--- config.mk ---
export PLATFORM = sky130hd
export DESIGN_NAME = rot_regfile
export DESIGN_NICKNAME = d
export VERILOG_FILES = /design/src/rtl/rrf_pkg.sv /design/src/rtl/rrf_base_ctrl.sv /design/src/rtl/rrf_map.sv /design/src/rtl/rrf_storage.sv /design/src/rtl/rot_regfile.sv
export SDC_FILE = /design/constraint.sdc
export NUM_CORES = 2
export LEC_CHECK = 0
export BUFFER_PORTS_ARGS = -buffer_cell sky130_fd_sc_hd__buf_4
export CORE_MARGIN = 2
export CORE_UTILIZATION = 65
export CTS_CLUSTER_DIAMETER = 60
export DETAILED_ROUTE_END_ITERATION = 12
export PLACE_DENSITY_LB_ADDON = 0.05
export SLEW_MARGIN = 20
export SYNTH_ARGS = -nofsm -noshare
export SYNTH_HDL_FRONTEND = slang
export SYNTH_HIERARCHICAL = 1
export SYNTH_SLANG_ARGS = --single-unit
--- constraint.sdc ---
create_clock -name clk_i -period 6.5 [get_ports clk_i]
set_input_delay 0.975 -clock clk_i [delete_from_list [all_inputs] [get_ports clk_i]]
set_output_delay 0.975 -clock clk_i [all_outputs]
set_load 0.02 [all_outputs]
--- src/rtl/rrf_pkg.sv ---
package rrf_pkg;
  localparam int unsigned DEF_NUM_REGS   = 32;
  localparam int unsigned DEF_NUM_STATIC = 8;
  localparam int unsigned DEF_DATA_W     = 32;

  // logical name that holds a rotating value one rotate later
  function automatic int unsigned rot_next_name(int unsigned name, int unsigned num_regs,
                                                int unsigned num_static);
    return (name == num_regs - 1) ? num_static : name + 1;
  endfunction
endpackage

--- src/rtl/rrf_base_ctrl.sv ---
module rrf_base_ctrl #(
  parameter int unsigned ROT_SIZE = 24,
  localparam int unsigned BW = $clog2(ROT_SIZE)
) (
  input  logic          clk_i,
  input  logic          rst_ni,
  input  logic          rotate_i,
  input  logic          load_i,
  input  logic [BW-1:0] load_val_i,
  output logic [BW-1:0] base_o
);
  localparam logic [BW-1:0] TOP = BW'(ROT_SIZE - 1);

  logic [BW-1:0] base_q, base_d;

  always_comb begin
    base_d = base_q;
    if (load_i)        base_d = load_val_i;
    else if (rotate_i) base_d = (base_q == '0) ? TOP : base_q - 1'b1;
  end

  always_ff @(posedge clk_i or negedge rst_ni) begin
    if (!rst_ni) base_q <= '0;
    else         base_q <= base_d;
  end

  assign base_o = base_q;

  assert_base_in_range_R4: assert property (@(posedge clk_i) disable iff (!rst_ni)
    base_q <= TOP);

  assert_rotate_step_R4: assert property (@(posedge clk_i) disable iff (!rst_ni)
    (rotate_i && !load_i) |=> ((base_q == TOP && $past(base_q) == '0) ||
                               (base_q + 1'b1 == $past(base_q))));

  assert_load_wins_R5: assert property (@(posedge clk_i) disable iff (!rst_ni)
    load_i |=> base_q == $past(load_val_i));
endmodule

--- src/rtl/rrf_map.sv ---
module rrf_map #(
  parameter int unsigned NUM_REGS   = 32,
  parameter int unsigned NUM_STATIC = 8,
  localparam int unsigned ROT_SIZE = NUM_REGS - NUM_STATIC,
  localparam int unsigned AW = $clog2(NUM_REGS),
  localparam int unsigned BW = $clog2(ROT_SIZE)
) (
  input  logic [AW-1:0] lreg_i,
  input  logic [BW-1:0] base_i,
  output logic [AW-1:0] preg_o
);
  localparam logic [AW:0] STATIC_W = (AW+1)'(NUM_STATIC);
  localparam logic [AW:0] ROT_W    = (AW+1)'(ROT_SIZE);

  logic [AW:0] off, sum, idx;

  assign off = {1'b0, lreg_i} - STATIC_W;
  assign sum = off + (AW+1)'(base_i);

  generate
    if ((1 << BW) == ROT_SIZE) begin : g_pow2
      assign idx = {{(AW+1-BW){1'b0}}, sum[BW-1:0]};
    end else begin : g_mod
      assign idx = (sum >= ROT_W) ? sum - ROT_W : sum;
    end
  endgenerate

  always_comb begin
    if ({1'b0, lreg_i} < STATIC_W) preg_o = lreg_i;
    else                           preg_o = AW'(idx + STATIC_W);
  end
endmodule

--- src/rtl/rrf_storage.sv ---
module rrf_storage #(
  parameter int unsigned NUM_REGS = 32,
  parameter int unsigned DATA_W   = 32,
  parameter int unsigned NUM_RD   = 2,
  localparam int unsigned AW = $clog2(NUM_REGS)
) (
  input  logic                           clk_i,
  input  logic                           rst_ni,
  input  logic                           we_i,
  input  logic [AW-1:0]                  waddr_i,
  input  logic [DATA_W-1:0]              wdata_i,
  input  logic [NUM_RD-1:0][AW-1:0]      raddr_i,
  output logic [NUM_RD-1:0][DATA_W-1:0]  rdata_o
);
  logic [DATA_W-1:0] regs_q [NUM_REGS];

  generate
    for (genvar e = 0; e < NUM_REGS; e++) begin : g_entry
      always_ff @(posedge clk_i or negedge rst_ni) begin
        if (!rst_ni)                               regs_q[e] <= '0;
        else if (we_i && waddr_i == AW'(e))        regs_q[e] <= wdata_i;
      end
    end
    // reads see the stored value; a same-cycle write lands at the edge
    for (genvar r = 0; r < NUM_RD; r++) begin : g_rd
      assign rdata_o[r] = regs_q[raddr_i[r]];
    end
  endgenerate
endmodule

--- src/rtl/rot_regfile.sv ---
module rot_regfile #(
  parameter int unsigned NUM_REGS   = rrf_pkg::DEF_NUM_REGS,
  parameter int unsigned NUM_STATIC = rrf_pkg::DEF_NUM_STATIC,
  parameter int unsigned DATA_W     = rrf_pkg::DEF_DATA_W,
  localparam int unsigned ROT_SIZE = NUM_REGS - NUM_STATIC,
  localparam int unsigned AW = $clog2(NUM_REGS),
  localparam int unsigned BW = $clog2(ROT_SIZE)
) (
  input  logic              clk_i,
  input  logic              rst_ni,
  input  logic [AW-1:0]     rd0_addr_i,
  output logic [DATA_W-1:0] rd0_data_o,
  input  logic [AW-1:0]     rd1_addr_i,
  output logic [DATA_W-1:0] rd1_data_o,
  input  logic              wr_en_i,
  input  logic [AW-1:0]     wr_addr_i,
  input  logic [DATA_W-1:0] wr_data_i,
  input  logic              rotate_i,
  input  logic              base_load_i,
  input  logic [BW-1:0]     base_val_i
);
  localparam int unsigned NUM_MAP = 3;  // two reads, one write

  logic [BW-1:0]                   base;
  logic [NUM_MAP-1:0][AW-1:0]      laddr, paddr;
  logic [1:0][DATA_W-1:0]          rdata;
  logic [AW-1:0]                   wr_next_name;

  rrf_base_ctrl #(.ROT_SIZE(ROT_SIZE)) u_base (
    .clk_i, .rst_ni,
    .rotate_i   (rotate_i),
    .load_i     (base_load_i),
    .load_val_i (base_val_i),
    .base_o     (base)
  );

  assign laddr = {wr_addr_i, rd1_addr_i, rd0_addr_i};

  generate
    for (genvar m = 0; m < NUM_MAP; m++) begin : g_map
      rrf_map #(.NUM_REGS(NUM_REGS), .NUM_STATIC(NUM_STATIC)) u_map (
        .lreg_i (laddr[m]),
        .base_i (base),
        .preg_o (paddr[m])
      );
    end
  endgenerate

  rrf_storage #(.NUM_REGS(NUM_REGS), .DATA_W(DATA_W), .NUM_RD(2)) u_store (
    .clk_i, .rst_ni,
    .we_i    (wr_en_i),
    .waddr_i (paddr[2]),
    .wdata_i (wr_data_i),
    .raddr_i ({paddr[1], paddr[0]}),
    .rdata_o (rdata)
  );

  assign rd0_data_o = rdata[0];
  assign rd1_data_o = rdata[1];

  assign wr_next_name = AW'(rrf_pkg::rot_next_name(32'(wr_addr_i), NUM_REGS, NUM_STATIC));

  // plain write followed by a read of the same name returns the data
  assert_write_read_R9: assert property (@(posedge clk_i) disable iff (!rst_ni)
    ($past(rst_ni) && $past(wr_en_i && !rotate_i && !base_load_i) &&
     rd0_addr_i == $past(wr_addr_i)) |-> rd0_data_o == $past(wr_data_i));

  // one rotate moves a rotating value to the next logical name
  assert_rotation_shift_R7: assert property (@(posedge clk_i) disable iff (!rst_ni)
    ($past(rst_ni) && $past(wr_en_i && rotate_i && !base_load_i) &&
     $past({1'b0, wr_addr_i} >= (AW+1)'(NUM_STATIC)) &&
     rd1_addr_i == $past(wr_next_name)) |-> rd1_data_o == $past(wr_data_i));

  // fixed names are blind to the base
  assert_static_stable_R2: assert property (@(posedge clk_i) disable iff (!rst_ni)
    ($past(rst_ni) && !$past(wr_en_i) && {1'b0, rd0_addr_i} < (AW+1)'(NUM_STATIC) &&
     rd0_addr_i == $past(rd0_addr_i)) |-> $stable(rd0_data_o));
endmodule

==> impl_metrics.csv <==
group,metric,value,unit
die,io_pins,121,
pwr,vdd_ir_drop_max,0.338,mV
timing,setup_viol,0,
critical_path,critPathBufInv,4,
timing,rsz0062_at_grt,"no",
clock_tree,clock-sinks,1029,
critical_path,path_depth,15,
placed_design,place_congestion,0.835,
timing,hold_viol,0,
global_route,gr-total-overflow,0,
clock_tree,clk_pin_slew,0.06,ns
finish,diodes,0,
routing,drc_errors,0,
clock_tree,cts.repair.resized,0,
die,coreArea,87000,um^2
timing,holdWs,0.252,ns
critical_path,crit_fanout,17,
die,start_util,65.8,%
synth,syn_area_per_cell,11.9,um^2
global_route,grt_max_degree,179,
critical_path,crit_chain,"inv_1 > ha_1 > inv_1 > ha_1 > a21oi_2 > o22ai_1 > or4_1 > xor2_1 > nor2_1 > nand2_2 > buf_4 > a21oi_1 > nand3_1 > nand3_1 > buf_4",
global_route,antenna_found_initial,0,
timing,slew_headroom,25.8,%
clock_tree,holdBufCountCts,0,
finish,final_common_cell,"dfrtp_1",
clock_tree,cts.repair_timing.setup_buffer_count,0,
clock_tree,cts_buffers,114,
synth,syn-num-nets,4905,
synth,syn_area,57300,um^2
synth,syn_inst,4817,
die,dieArea,90500,um^2
timing,slew_violations,0,
timing,layout_setup_ws,0.326,ns
job,cap_violations,0,
die,rows,108,
global_route,grt.total_usage,36.8,%
pwr,power_density,494,nW/um^2
synth,synth_ff_type,"dfrtp_1",
clock_tree,clk_latency,0.70,ns
critical_path,r2r_start,"u_base/base_o[1]$_DFFE_PN0P_",
timing,skew,0.0180,ns
die,chipWidth,301,um
finish,layout-drive-gt1-share,32.0,%
routing,num_vias,40800,
placed_design,dp_hpwl,99.3,mm
global_route,grt_pass1_wl,254,mm
synth,synth-edff-count,0,
placed_design,portBuffers,120,
critical_path,cp_slowest_stage_delay,0.55,ns
critical_path,endpoint_kind,"primary output",
critical_path,startpoint,"u_base/base_o[4]$_DFFE_PN0P_",
routing,drt-initial-drc-count,3895,
timing,max_freq,162,MHz
timing,fin_setup_tns,0,ns
die,die_h,301,um
routing,routed_wl,168,mm
critical_path,cp_slowest_cell,"nand2_2",
outcome,status,"finished clean",
timing,min_period,6.17,ns
synth,ys_ff_latch,1029,
min_path,worst_hold_path_type,"in2async",
synth,synth.distinct_cells,47,
finish,layout_common_cells,"dfrtp_1 (1,029), mux2i_1 (1,024), mux2_2 (993)",
routing,drtPass1Iterations,6,
critical_path,rr_worst_depth,14,
finish,areaGrowthSynthToFinish,11.2,%
global_route,grt_pass1_vias,40900,
routing,avgViaCountPerCell,6.80,
routing,antenna_left,0,
critical_path,critPathTopFamily,"simple AND/OR/NAND/NOR gates",
synth,yosys_warnings,6,
critical_path,startpoint_type,"register",
finish,stdcell_area,63700,um^2
clock_tree,cts_tree,"done",
critical_path,path_class,"reg2out",
finish,nets,4844,
critical_path,critPathRequiredTime,5.52,ns
synth,async_reset_ff_share,100,%
placed_design,post_dp_cell_area,59700,um^2
clock_tree,clockRootBuffer,"clkbuf_16",
routing,routedWlPerCell,27.9,um
clock_tree,htreeDepth,3,
timing,period_share,95.0,%
finish,final_cell_count_no_fill,6003,
synth,yosysSeqAreaShare,45.0,%
placed_design,dp_worst_setup_slack,0.560,ns
timing,worstMarginPinSlew,1.10,ns
critical_path,arrival,5.20,ns
pwr,leakage,30.4,nW
clock_tree,cts_buffer_depth,3,
placed_design,place_inst,5795,
==> cell families (layout without fill, tap and decap cells) <==
family          Yosys count  in the layout  share of synthesized area (%)
compound gates          628            628                           7.42
xor+xnor                 11             11                          0.168
fa+ha+maj                31             31                          0.717
buf+inv                 497            528                           3.72
flops                  1029           1029                           45.0
mux                    2055           2055                           38.4
simple gates            566            566                           4.63
==> through the flow <==
stage	util [%]	total power, W
2_1_floorplan	-	0.0202
3_3_place_gp	68.6	0.0241
3_5_place_dp	68.6	0.0245
4_1_cts	73.1	0.0313
5_1_grt	73.1	0.0330
6_report	73.1	0.0315
==> synth_stat cells (2+ instances only) <==
master / instances / area share (%)
buf_1: 48 / 0.31
a31oi_1: 64 / 0.70
nand4_1: 3 / 0.033
or3_1: 7 / 0.076
or2b_1: 3 / 0.039
clkbuf_1: 231 / 1.5
nor2_1: 25 / 0.16
dfrtp_1: 1029 / 45
nand2_1: 214 / 1.4
inv_1: 41 / 0.27
nor2b_1: 8 / 0.087
nor4b_1: 2 / 0.031
or4_1: 3 / 0.039
nor3b_2: 2 / 0.044
ha_1: 28 / 0.61
buf_2: 168 / 1.5
a21oi_1: 213 / 1.9
mux2_4: 30 / 0.79
fa_1: 3 / 0.10
mux2_2: 995 / 20
or2_2: 2 / 0.022
o21ai_0: 9 / 0.079
nand2b_1: 11 / 0.12
buf_4: 3 / 0.039
o31ai_1: 3 / 0.039
a22o_1: 128 / 2.0
nor4_2: 2 / 0.044
and2_1: 5 / 0.055
o22ai_1: 6 / 0.066
mux2i_1: 1024 / 18
a21oi_2: 3 / 0.046
xnor2_1: 7 / 0.11
o221a_2: 3 / 0.059
o21bai_1: 3 / 0.039
nand3_1: 194 / 1.7
mux2_1: 6 / 0.12
nor3_1: 80 / 0.70
a22oi_1: 192 / 2.5
buf_6: 6 / 0.12
a21o_1: 3 / 0.039
xor2_1: 4 / 0.061
==> state kept, by name, summed over array words and instances (netlist names) <==
| signal | cells |
|---|---|
| u_base/base_o | 5 |
| u_store/regs_q | 1024 |
==> routing by layer <==
layer  track usage, %  wire length [um]  vias to the layer above
li1                 -                 -                    17600
met1             50.6             70200                    21100
met2             58.9             79000                     1671
met3             6.29             12000                      373
met4             13.4              6350                        0
met5                0                 0                        -
==> area by class of cell <==
cell class,count,area (um^2)
clock buffer,151,3230
clock inverter,57,699
sequential,1029,25700
multi-input combinational,3291,29600
fill,6099,23400
inverter,41,154
tap,1155,1450
timing repair buffer,279,2740
==> path summary, 6_finish.rpt <==
check | end | slack [ns]
setup / recovery | rd1_data_o[13] | 0.33
hold / removal | u_store/regs_q[537]$_DFFE_PN0P_ | 0.25
setup reg to reg | u_store/regs_q[370]$_DFFE_PN0P_ | 1.66
hold reg to reg | u_store/regs_q[250]$_DFFE_PN0P_ | 0.53
max in group asynchronous | u_store/regs_q[494]$_DFFE_PN0P_ | 4.72
min in group clk_i | u_base/base_o[4]$_DFFE_PN0P_ | 0.50
==> power breakdown <==
| part | internal, W | switching (W) | total [W] |
|---|---|---|---|
| clock | 0.00402 | 0.00272 | 0.00674 |
| sequential | 0.00933 | 0.00221 | 0.0115 |
| combinational | 0.00636 | 0.00683 | 0.0132 |
No activity file was read; power rests on OpenSTA's default activity.
